==> src/rtl/rn_ctl_pkg.sv <==
package rn_ctl_pkg;

    typedef enum logic [2:0] {
        ST_IDLE    = 3'd0,
        ST_RUN     = 3'd1,
        ST_BLOCKED = 3'd2,
        ST_UNBLK   = 3'd3,
        ST_SQUASH  = 3'd4,
        ST_SERIAL  = 3'd5
    } rn_state_e;

    localparam int NUM_SRC = 2;   // sticky stall sources
    localparam int SRC_EXE = 0;
    localparam int SRC_CMT = 1;

endpackage

==> src/rtl/rn_stall_src.sv <==
// One sticky stall bit fed by block/unblock pulses from a downstream stage.
module rn_stall_src (
    input  logic clk,
    input  logic rst_n,
    input  logic blk_i,
    input  logic unblk_i,
    output logic held_o,   // bit value after this cycle's pulses
    output logic err_o     // registered: unblock seen while bit clear
);

    logic sticky_q, sticky_d;
    logic err_q, err_d;

    always_comb begin
        sticky_d = sticky_q;
        if (unblk_i) sticky_d = 1'b0;
        if (blk_i)   sticky_d = 1'b1;   // block wins
        err_d = unblk_i & ~sticky_q;
    end

    always_ff @(posedge clk or negedge rst_n) begin
        if (!rst_n) begin
            sticky_q <= 1'b0;
            err_q    <= 1'b0;
        end else begin
            sticky_q <= sticky_d;
            err_q    <= err_d;
        end
    end

    assign held_o = sticky_d;
    assign err_o  = err_q;

    // a block pulse leaves the bit set on the following cycle
    a_r7_block_sets: assert property (@(posedge clk) disable iff (!rst_n)
        blk_i |=> sticky_q);

    // unblock alone leaves the bit clear on the following cycle
    a_r7_unblock_clears: assert property (@(posedge clk) disable iff (!rst_n)
        (unblk_i && !blk_i) |=> !sticky_q);

endmodule

==> src/rtl/rn_stall_eval.sv <==
// Combines every stall cause into one flag.
module rn_stall_eval #(
    parameter int CRED_W  = 8,
    parameter int CNT_W   = 6,
    parameter int NUM_SRC = 2
) (
    input  logic [NUM_SRC-1:0]       held_i,
    input  logic signed [CRED_W-1:0] rob_credit_i,
    input  logic signed [CRED_W-1:0] iq_credit_i,
    input  logic signed [CRED_W-1:0] lsq_credit_i,
    input  logic                     no_free_regs_i,
    input  logic                     in_serial_i,
    input  logic                     rob_empty_i,
    input  logic [CNT_W-1:0]         inflight_i,
    output logic                     stall_o
);

    localparam int NUM_CRED = 3;

    logic [NUM_CRED-1:0] cred_out;
    logic [CRED_W-1:0]   cred_v [NUM_CRED];

    always_comb begin
        cred_v[0] = rob_credit_i;
        cred_v[1] = iq_credit_i;
        cred_v[2] = lsq_credit_i;
    end

    for (genvar c = 0; c < NUM_CRED; c++) begin : g_cred
        // exhausted when negative or zero
        assign cred_out[c] = cred_v[c][CRED_W-1] || (cred_v[c] == '0);
    end

    logic serial_wait;
    assign serial_wait = in_serial_i && (!rob_empty_i || (inflight_i != '0));

    assign stall_o = (|held_i) || (|cred_out) || no_free_regs_i || serial_wait;

endmodule

==> src/rtl/rename_ctl.sv <==
module rename_ctl
    import rn_ctl_pkg::*;
#(
    parameter int SEQ_W  = 16,
    parameter int CNT_W  = 6,
    parameter int CRED_W = 8
) (
    input  logic                     clk,
    input  logic                     rst_n,
    input  logic                     squash_req,
    input  logic [SEQ_W-1:0]         squash_seq,
    input  logic                     rob_squashing,
    input  logic                     exe_block,
    input  logic                     exe_unblock,
    input  logic                     cmt_block,
    input  logic                     cmt_unblock,
    input  logic signed [CRED_W-1:0] rob_credit,
    input  logic signed [CRED_W-1:0] iq_credit,
    input  logic signed [CRED_W-1:0] lsq_credit,
    input  logic                     no_free_regs,
    input  logic                     rob_empty,
    input  logic [CNT_W-1:0]         inflight,
    input  logic                     skid_empty,
    input  logic                     inst_valid,
    input  logic                     ser_req,
    input  logic [SEQ_W-1:0]         ser_req_seq,
    output logic [2:0]               state,
    output logic                     up_block,
    output logic                     up_unblock,
    output logic                     reinsert,
    output logic [SEQ_W-1:0]         reinsert_seq,
    output logic [NUM_SRC-1:0]       proto_err
);

    typedef struct packed {
        rn_state_e        st;
        logic             blk;        // block pulse upstream
        logic             unblk;      // unblock pulse upstream
        logic             ser_held;   // serializing instruction pending
        logic [SEQ_W-1:0] ser_seq;
        logic             res_ser;    // resume serialize after squash
        logic             res_unblk;  // resume unblocking after squash
        logic             reins;
        logic [SEQ_W-1:0] reins_seq;
    } ctl_t;

    localparam ctl_t CTL_RST = '{st: ST_IDLE, default: '0};

    ctl_t q, d;

    // ---------------- sticky stall sources ----------------
    logic [NUM_SRC-1:0] blk_v, unb_v, held_v, err_v;
    assign blk_v[SRC_EXE] = exe_block;
    assign blk_v[SRC_CMT] = cmt_block;
    assign unb_v[SRC_EXE] = exe_unblock;
    assign unb_v[SRC_CMT] = cmt_unblock;

    for (genvar s = 0; s < NUM_SRC; s++) begin : g_src
        rn_stall_src u_src (
            .clk     (clk),
            .rst_n   (rst_n),
            .blk_i   (blk_v[s]),
            .unblk_i (unb_v[s]),
            .held_o  (held_v[s]),
            .err_o   (err_v[s])
        );
    end

    // ---------------- stall evaluation ----------------
    logic stall;

    rn_stall_eval #(
        .CRED_W  (CRED_W),
        .CNT_W   (CNT_W),
        .NUM_SRC (NUM_SRC)
    ) u_stall (
        .held_i         (held_v),
        .rob_credit_i   (rob_credit),
        .iq_credit_i    (iq_credit),
        .lsq_credit_i   (lsq_credit),
        .no_free_regs_i (no_free_regs),
        .in_serial_i    (q.st == ST_SERIAL),
        .rob_empty_i    (rob_empty),
        .inflight_i     (inflight),
        .stall_o        (stall)
    );

    // ---------------- next-state logic ----------------
    always_comb begin
        d       = q;
        d.blk   = 1'b0;
        d.unblk = 1'b0;
        d.reins = 1'b0;

        if (squash_req) begin
            d.st = ST_SQUASH;
            unique case (q.st)
                ST_BLOCKED, ST_UNBLK: begin
                    d.unblk     = 1'b1;
                    d.ser_held  = 1'b0;
                    d.res_ser   = 1'b0;
                    d.res_unblk = (q.st == ST_UNBLK);
                end
                ST_SERIAL, ST_SQUASH: begin
                    if (q.ser_held) begin
                        if (q.ser_seq <= squash_seq) begin
                            d.res_ser = 1'b1;
                        end else begin
                            d.res_ser  = 1'b0;
                            d.ser_held = 1'b0;
                            d.unblk    = 1'b1;
                        end
                    end
                end
                default: ;
            endcase
        end else if (rob_squashing) begin
            d.st = ST_SQUASH;
        end else if (stall) begin
            if (q.st == ST_SQUASH && q.res_ser) begin
                d.st        = ST_SERIAL;
                d.res_ser   = 1'b0;
                d.res_unblk = 1'b0;
                d.blk       = 1'b1;
            end else if (q.st != ST_SERIAL) begin
                d.st        = ST_BLOCKED;
                d.blk       = (q.st != ST_BLOCKED) && (q.st != ST_UNBLK);
                d.res_unblk = 1'b0;
            end
        end else begin
            unique case (q.st)
                ST_IDLE, ST_RUN: begin
                    if (ser_req) begin
                        d.st       = ST_SERIAL;
                        d.ser_held = 1'b1;
                        d.ser_seq  = ser_req_seq;
                        d.blk      = 1'b1;
                    end else if (inst_valid) begin
                        d.st = ST_RUN;
                    end
                end
                ST_BLOCKED: d.st = ST_UNBLK;
                ST_UNBLK: begin
                    if (skid_empty) begin
                        d.st    = ST_RUN;
                        d.unblk = 1'b1;
                    end
                end
                ST_SQUASH: begin
                    if (q.res_ser) begin
                        d.st      = ST_SERIAL;
                        d.res_ser = 1'b0;
                        d.blk     = 1'b1;
                    end else if (q.res_unblk) begin
                        d.st        = ST_UNBLK;
                        d.res_unblk = 1'b0;
                        d.blk       = 1'b1;
                    end else begin
                        d.st = ST_RUN;
                    end
                end
                ST_SERIAL: begin
                    d.st        = ST_UNBLK;
                    d.reins     = 1'b1;
                    d.reins_seq = q.ser_seq;
                    d.ser_held  = 1'b0;
                end
                default: d.st = ST_IDLE;
            endcase
        end
    end

    always_ff @(posedge clk or negedge rst_n) begin
        if (!rst_n) q <= CTL_RST;
        else        q <= d;
    end

    assign state        = q.st;
    assign up_block     = q.blk;
    assign up_unblock   = q.unblk;
    assign reinsert     = q.reins;
    assign reinsert_seq = q.reins_seq;
    assign proto_err    = err_v;

    // ---------------- assertions ----------------
    // block and unblock are never sent upstream together
    a_r1_pulse_excl: assert property (@(posedge clk) disable iff (!rst_n)
        !(up_block && up_unblock));

    // squash always lands in Squashing
    a_r2_squash_wins: assert property (@(posedge clk) disable iff (!rst_n)
        squash_req |=> (state == ST_SQUASH));

    // no repeated block pulse while already Blocked
    a_r5_no_reblock: assert property (@(posedge clk) disable iff (!rst_n)
        (state == ST_BLOCKED) |=> !up_block);

    // serialize wait is never turned into Blocked
    a_r5_serial_not_blocked: assert property (@(posedge clk) disable iff (!rst_n)
        (state == ST_SERIAL) |=> (state != ST_BLOCKED));

    // a reinsert only happens on the way out of SerializeStall
    a_r10_reinsert_exit: assert property (@(posedge clk) disable iff (!rst_n)
        reinsert |-> ((state == ST_UNBLK) && ($past(state) == ST_SERIAL)));

    // entering Running from Unblocking always releases decode
    a_r6_unblock_release: assert property (@(posedge clk) disable iff (!rst_n)
        ((state == ST_UNBLK) && !squash_req && !rob_squashing && !stall && skid_empty)
        |=> up_unblock);

endmodule

==> config.mk <==
export PLATFORM = sky130hd
export DESIGN_NAME = rename_ctl
export DESIGN_NICKNAME = d
export VERILOG_FILES = /design/src/rtl/rn_ctl_pkg.sv /design/src/rtl/rn_stall_src.sv /design/src/rtl/rn_stall_eval.sv /design/src/rtl/rename_ctl.sv
export SDC_FILE = /design/constraint.sdc
export NUM_CORES = 1
export LEC_CHECK = 0
export ABC_AREA = 1
export CAP_MARGIN = 15
export CORE_MARGIN = 3
export CORE_UTILIZATION = 60
export CTS_CLUSTER_SIZE = 12
export DETAILED_ROUTE_END_ITERATION = 7
export DONT_BUFFER_PORTS = 1
export GPL_ROUTABILITY_DRIVEN = 0
export PLACE_DENSITY_LB_ADDON = 0.12
export SYNTH_ARGS = -nofsm -noshare
export SYNTH_HDL_FRONTEND = slang
export SYNTH_HIERARCHICAL = 1
export SYNTH_SLANG_ARGS = --single-unit
==> constraint.sdc <==
create_clock -name clk -period 2.2 [get_ports clk]
set_input_delay 0.44 -clock clk [delete_from_list [all_inputs] [get_ports clk]]
set_output_delay 0.44 -clock clk [all_outputs]
set_load 0.03 [all_outputs]
======== After elaboration in Yosys (flattened, before gate mapping) ========
Cells that the tools add are included.
storage, ports and cells
  register bits ........................... 45
  input bits .............................. 75
  output and inout bits ................... 24
  logic and storage cells ................. 115
operators by class
  $lt $le $gt $ge ......................... 1
  equal/unequal tests ..................... 20
  multiplexer cells ....................... 44
  bitwise logic cells ..................... 7
  reduce and logical (&&, ||, !) cells .... 30
operators by type and width
  operator              number
  $mux W17              4
  $mux W38              1
  $logic_not A8 Y1      3
  $reduce_and A5 Y1     4
  $mux W18              1
  $le A16 B16 Y1        1
  $mux W1               16
  $mux W16              1
  $mux W4               4
  $mux W3               5
  $mux W2               7
  $ne A3 B2 Y1 const B  4
  $pmux W3 S4           1
  $reduce_or A2 Y1      5
  $ne A3 B3 Y1 const B  3
  $logic_or A1 B1 Y1    7
  $eq A3 B2 Y1 const B  2
  $eq A3 B3 Y1 const B  2
  $ne A6 B6 Y1 const B  1
  $pmux W1 S2           3
  $reduce_bool A3 Y1    2
  $reduce_bool A6 Y1    1
  $ne A5 B3 Y1 const B  1
  $ne A5 B5 Y1 const B  1
  14 further kinds      22

======== Longest topological paths before layout ========
  depth after elaboration ................. 9
  gate-level depth with buffers ........... 16
  depth with buffers taken out ............ 16

======== Hierarchy ========
The synthesis kept the hierarchy.
by module, submodules not included
  module         times used  cells an instance  area each (µm²)
  rename_ctl     1           285                2406.1
  rn_stall_src   2           7                  68.8
  rn_stall_eval  1           34                 131.4

======== Least setup slack after synthesis ========
OpenSTA, ideal clock, no wires.
  kind .................................... input to register
  start point ............................. input port cmt_unblock
  end point ............................... register q[21] (netlist bit)
  library setup time ...................... 125 ps
  arrival time ............................ 1823 ps
  data required time ...................... 2075 ps
  path slack .............................. 252 ps
  stages .................................. 13
  buffers on the path ..................... 1
  cells stage by stage .................... inv_1 -> nand2_1 -> nand2_1 -> nor2_1 -> nand3_1 -> nor2_1 -> nand3_1 -> inv_2 -> nand2_2 -> nor2_4 -> nand2_2 -> buf_6 -> mux2_4
on the way
  cells in the longest elaborated chain, start to end .. 8
RTL lines
  element                           line                 source
  start: declaration                rename_ctl.sv:16     input logic cmt_unblock,
  $mux W1                           rn_stall_src.sv:16   if (unblk_i) sticky_d = 1'b0;
  $mux W1                           rn_stall_src.sv:17   if (blk_i) sticky_d = 1'b1;
  named net held_v[1]               rename_ctl.sv:52     logic [NUM_SRC-1:0] blk_v, unb_v, held_v, err_v;
  $reduce_or A2 Y1                  rn_stall_eval.sv:37  assign stall_o = (|held_i) || (|cred_out) || no_free_regs_i || serial_wait;
  $logic_or A1 B1 Y1 (3 in series)  rn_stall_eval.sv:37
  named net stall                   rename_ctl.sv:70     logic stall;
  $not A1 Y1 (no line)              n/a
  $reduce_and A5 Y1 (no line)       n/a
  end signal: assignment            rename_ctl.sv:174    if (!rst_n) q <= CTL_RST;
  end signal: assignment            rename_ctl.sv:175    else q <= d;
  end: declaration                  rename_ctl.sv:49     ctl_t q, d;
The timed path passes the listed nets, and every way through them passes these cells.
A chain may end at the register's enable or synchronous reset.

======== Worst setup path in the final report ========
  start point ............................. register g_src[1].u_src.sticky_q
  end point ............................... register q[33] (netlist bit)
on the way
  cells in the longest elaborated chain, start to end .. 8
RTL lines
  element                           line                 source
  start: declaration                rn_stall_src.sv:11   logic sticky_q, sticky_d;
  start signal: assignment          rn_stall_src.sv:26   sticky_q <= sticky_d;
  $mux W1                           rn_stall_src.sv:16
  $mux W1                           rn_stall_src.sv:17
  named net held_v[1]               rename_ctl.sv:52
  $reduce_or A2 Y1                  rn_stall_eval.sv:37
  $logic_or A1 B1 Y1 (3 in series)  rn_stall_eval.sv:37
  named net stall                   rename_ctl.sv:70
  $not A1 Y1 (no line)              n/a
  $reduce_and A5 Y1 (no line)       n/a
The timed path passes the listed nets, and every way through them passes these cells.

==> results.cfg <==
[routing]
via_per_inst = 5.32
dr.first_iter.drc_count = 45
drc = 0
drt-wirelength-per-cell_um = 14.7
vias = 1995
dr.pass1.iters = 4
detail-route-antenna-nets = 0
wirelength_um = 5500

[die]
die-area_um2 = 5300
pin_count = 99
dieWidth_um = 72.8
initial_core_util = 0.646
die_h_um = 72.8
core.rowCount = 23
design.core.area_um2 = 4140

[cts]
cts_buffers = 5
clockBufferDepth = 2
clk_pin_slew_ns = 0.08
clk_latency_ns = 0.30
cts_tree = built
cts_root_buf = clkbuf_8
htree_num_levels = 2
clock-sinks = 45

[cells_and_area]
area_delta_synth_final_pct = 3.23
final_common_cell = nand2_1
nets = 415
fill_cells = 354
insertedDiodeCount = 0
final_core_util = 0.666
layout-drive-gt1-share = 0.132
layout_common_cells = nand2_1, dfrtp_1, nor2_1, inv_1

[yosys]
synthCells = 333
ys_types = 25
synth_area_um2 = 2680
synth.net_count = 424
ys.warnings.count = 6
yosysSeqAreaShare = 0.421
ys_ff_latch = 45
syn_avg_cell_area_um2 = 8.03

[outcome]
outcome = finished clean

[grt]
grt_max_degree = 46
grt_pass1_vias = 1867
grt_first_pass_wirelength_um = 8770
grt.overflow.total = 0
grt_util_all_layers = 0.220
antenna_found_initial = 0

[worst_setup_path]
endpoint = q[33]$_DFFE_PN0P_
start_kind = flip-flop
r2r_cells = 13
timing.critical_path.mode_cell = nor2_1
cp-end-kind = flip-flop
r2r_end = q[33]$_DFFE_PN0P_
regToRegSetupSlack_ns = 0.31
critPathLaunch = g_src[1].u_src/sticky_q$_DFF_PN0_
required_ns = 2.40
slowest_stage = dfrtp_1
r2r_start = g_src[1].u_src/sticky_q$_DFF_PN0_
cpPeakStageDelay_ns = 0.39
path_class = flip-flop to flip-flop
cp_max_fo = 13
path_cells = nand2_1, nand2_1, nor2_1, nand3_1, nor2_1, nand3_1, inv_2, nand2_2, nor2_4, nand2_4, buf_4, nor2_1, a21oi_1
critPathArrivalTime_ns = 2.08

[timing]
fmax_ghz = 0.530
report.final.slew_viol_count = 0
rsz0062_at_grt = false
skew_ns = 0.00565
slew_headroom = 0.772
finalHoldViolations = 0
setup_viol = 0
fin_crit_ns = 1.89
setup-tns-final_ns = 0
worstMarginPinSlew_ns = 0.341
min_period_over_period = 0.857

[min_path]
hold_class = input pin to flip-flop

[flow_run]
cap_violations = 0

[placement]
dp_hpwl_um = 4290
io_buffer_count = 0

[power]
power_density_nw_per_um2 = 614
vdd_drop_max_v = 0.000347
p_leak_nw = 1.56
==> cells by family after synthesis <==
logic type,synth area share
compound gates,0.0734
fa+ha+maj,0.0748
mux,0.0589
buf+inv,0.138
flops,0.421
simple gates,0.234
==> report_power, final <==
group	switching (mW)	leakage, nW	internal [mW]
clock network	0.283	0.0585	0.370
logic	0.113	0.911	0.0609
registers	0.0251	0.587	0.844
total	0.421	1.56	1.28
==> sequential cells by signal, indices dropped and copies added (netlist names) <==
register and cells:
g_src.u_src/err_o 2, g_src.u_src/sticky_q 2, q 19, reinsert 1, reinsert_seq 16, state 3, up_block 1, up_unblock 1
==> synthesized netlist by cell type, drive strengths merged <==
| master | number | area, um^2 |
|---|---|---|
| a21o | 1 | 7.51 |
| o31ai | 1 | 7.51 |
| inv | 48 | 180 |
| nand2 | 92 | 358 |
| nand4 | 1 | 6.26 |
| nor2 | 47 | 201 |
| o21ai | 15 | 75.1 |
| nor4 | 1 | 6.26 |
| buf | 25 | 188 |
| mux2 | 11 | 158 |
| ha | 16 | 200 |
| nand3 | 6 | 30.0 |
| o2111ai | 2 | 17.5 |
| nor3 | 5 | 25.0 |
| a21oi | 17 | 88.8 |
| dfrtp | 45 | 1130 |
==> how the worst min path moves through the flow <==
stage,slack (ns),cells past startpoint,endpoint,startpoint
after floorplan,0.14,0,g_src[0].u_src/err_o$_DFF_PN0_,rst_n
after global placement,0.15,0,reinsert$_DFF_PN0_,rst_n
after detailed placement,0.15,0,reinsert$_DFF_PN0_,rst_n
after CTS,0.25,2,g_src[1].u_src/err_o$_DFF_PN0_,cmt_unblock
after global routing,0.26,2,g_src[0].u_src/sticky_q$_DFF_PN0_,exe_block
final,0.25,2,g_src[1].u_src/err_o$_DFF_PN0_,cmt_unblock
==> final cells by class <==
type / instances / area [um^2] / area share
Tap cell: 50 / 62.6 / 0.0227
Inverter: 48 / 180 / 0.0652
Clock buffer: 7 / 86.3 / 0.0313
Clock inverter: 1 / 30.0 / 0.0109
Sequential cell: 45 / 1130 / 0.408
Multi-Input combinational cell: 215 / 1190 / 0.430
Timing Repair Buffer: 9 / 90.1 / 0.0326
==> worst max-delay path: cells and delay by family (launching register included) <==
| kind | cells | cell delay (ns) |
|---|---|---|
| simple gates | 10 | 1.00 |
| compound gates | 1 | 0.05 |
| buf+inv | 2 | 0.34 |
| flops | 1 | 0.39 |
==> timing repair <==
item                       CTS  global route
setup endpoints to repair    0             4
setup buffers                0             0
hold buffers                 2             0
hold endpoints to repair    45             0
gates resized for setup      0             1
==> stage by stage <==
stage                     total power [mW]  worst slack, ns  cells  area, um^2  hold slack, ns
final                                 1.70            0.315    375        2760           0.251
after global routing                  1.76            0.112    375        2760           0.256
after CTS                             1.71            0.156    375        2760           0.247
after detailed placement              1.04           0.0798    365        2600           0.145
after global placement                1.03            0.158    365        2600           0.145
after floorplan                       1.01            0.252    333        2680           0.144
==> metal layers <==
| metal | part of all wire | GRT usage | vias up |
|---|---|---|---|
| li1 | - | - | 1001 |
| met1 | 0.40 | 0.260 | 893 |
| met2 | 0.50 | 0.383 | 95 |
| met3 | 0.082 | 0.0592 | 6 |
| met4 | 0.014 | 0.0779 | 0 |
| met5 | 0 | 0 | - |
No activity file was read; power rests on OpenSTA's default activity.
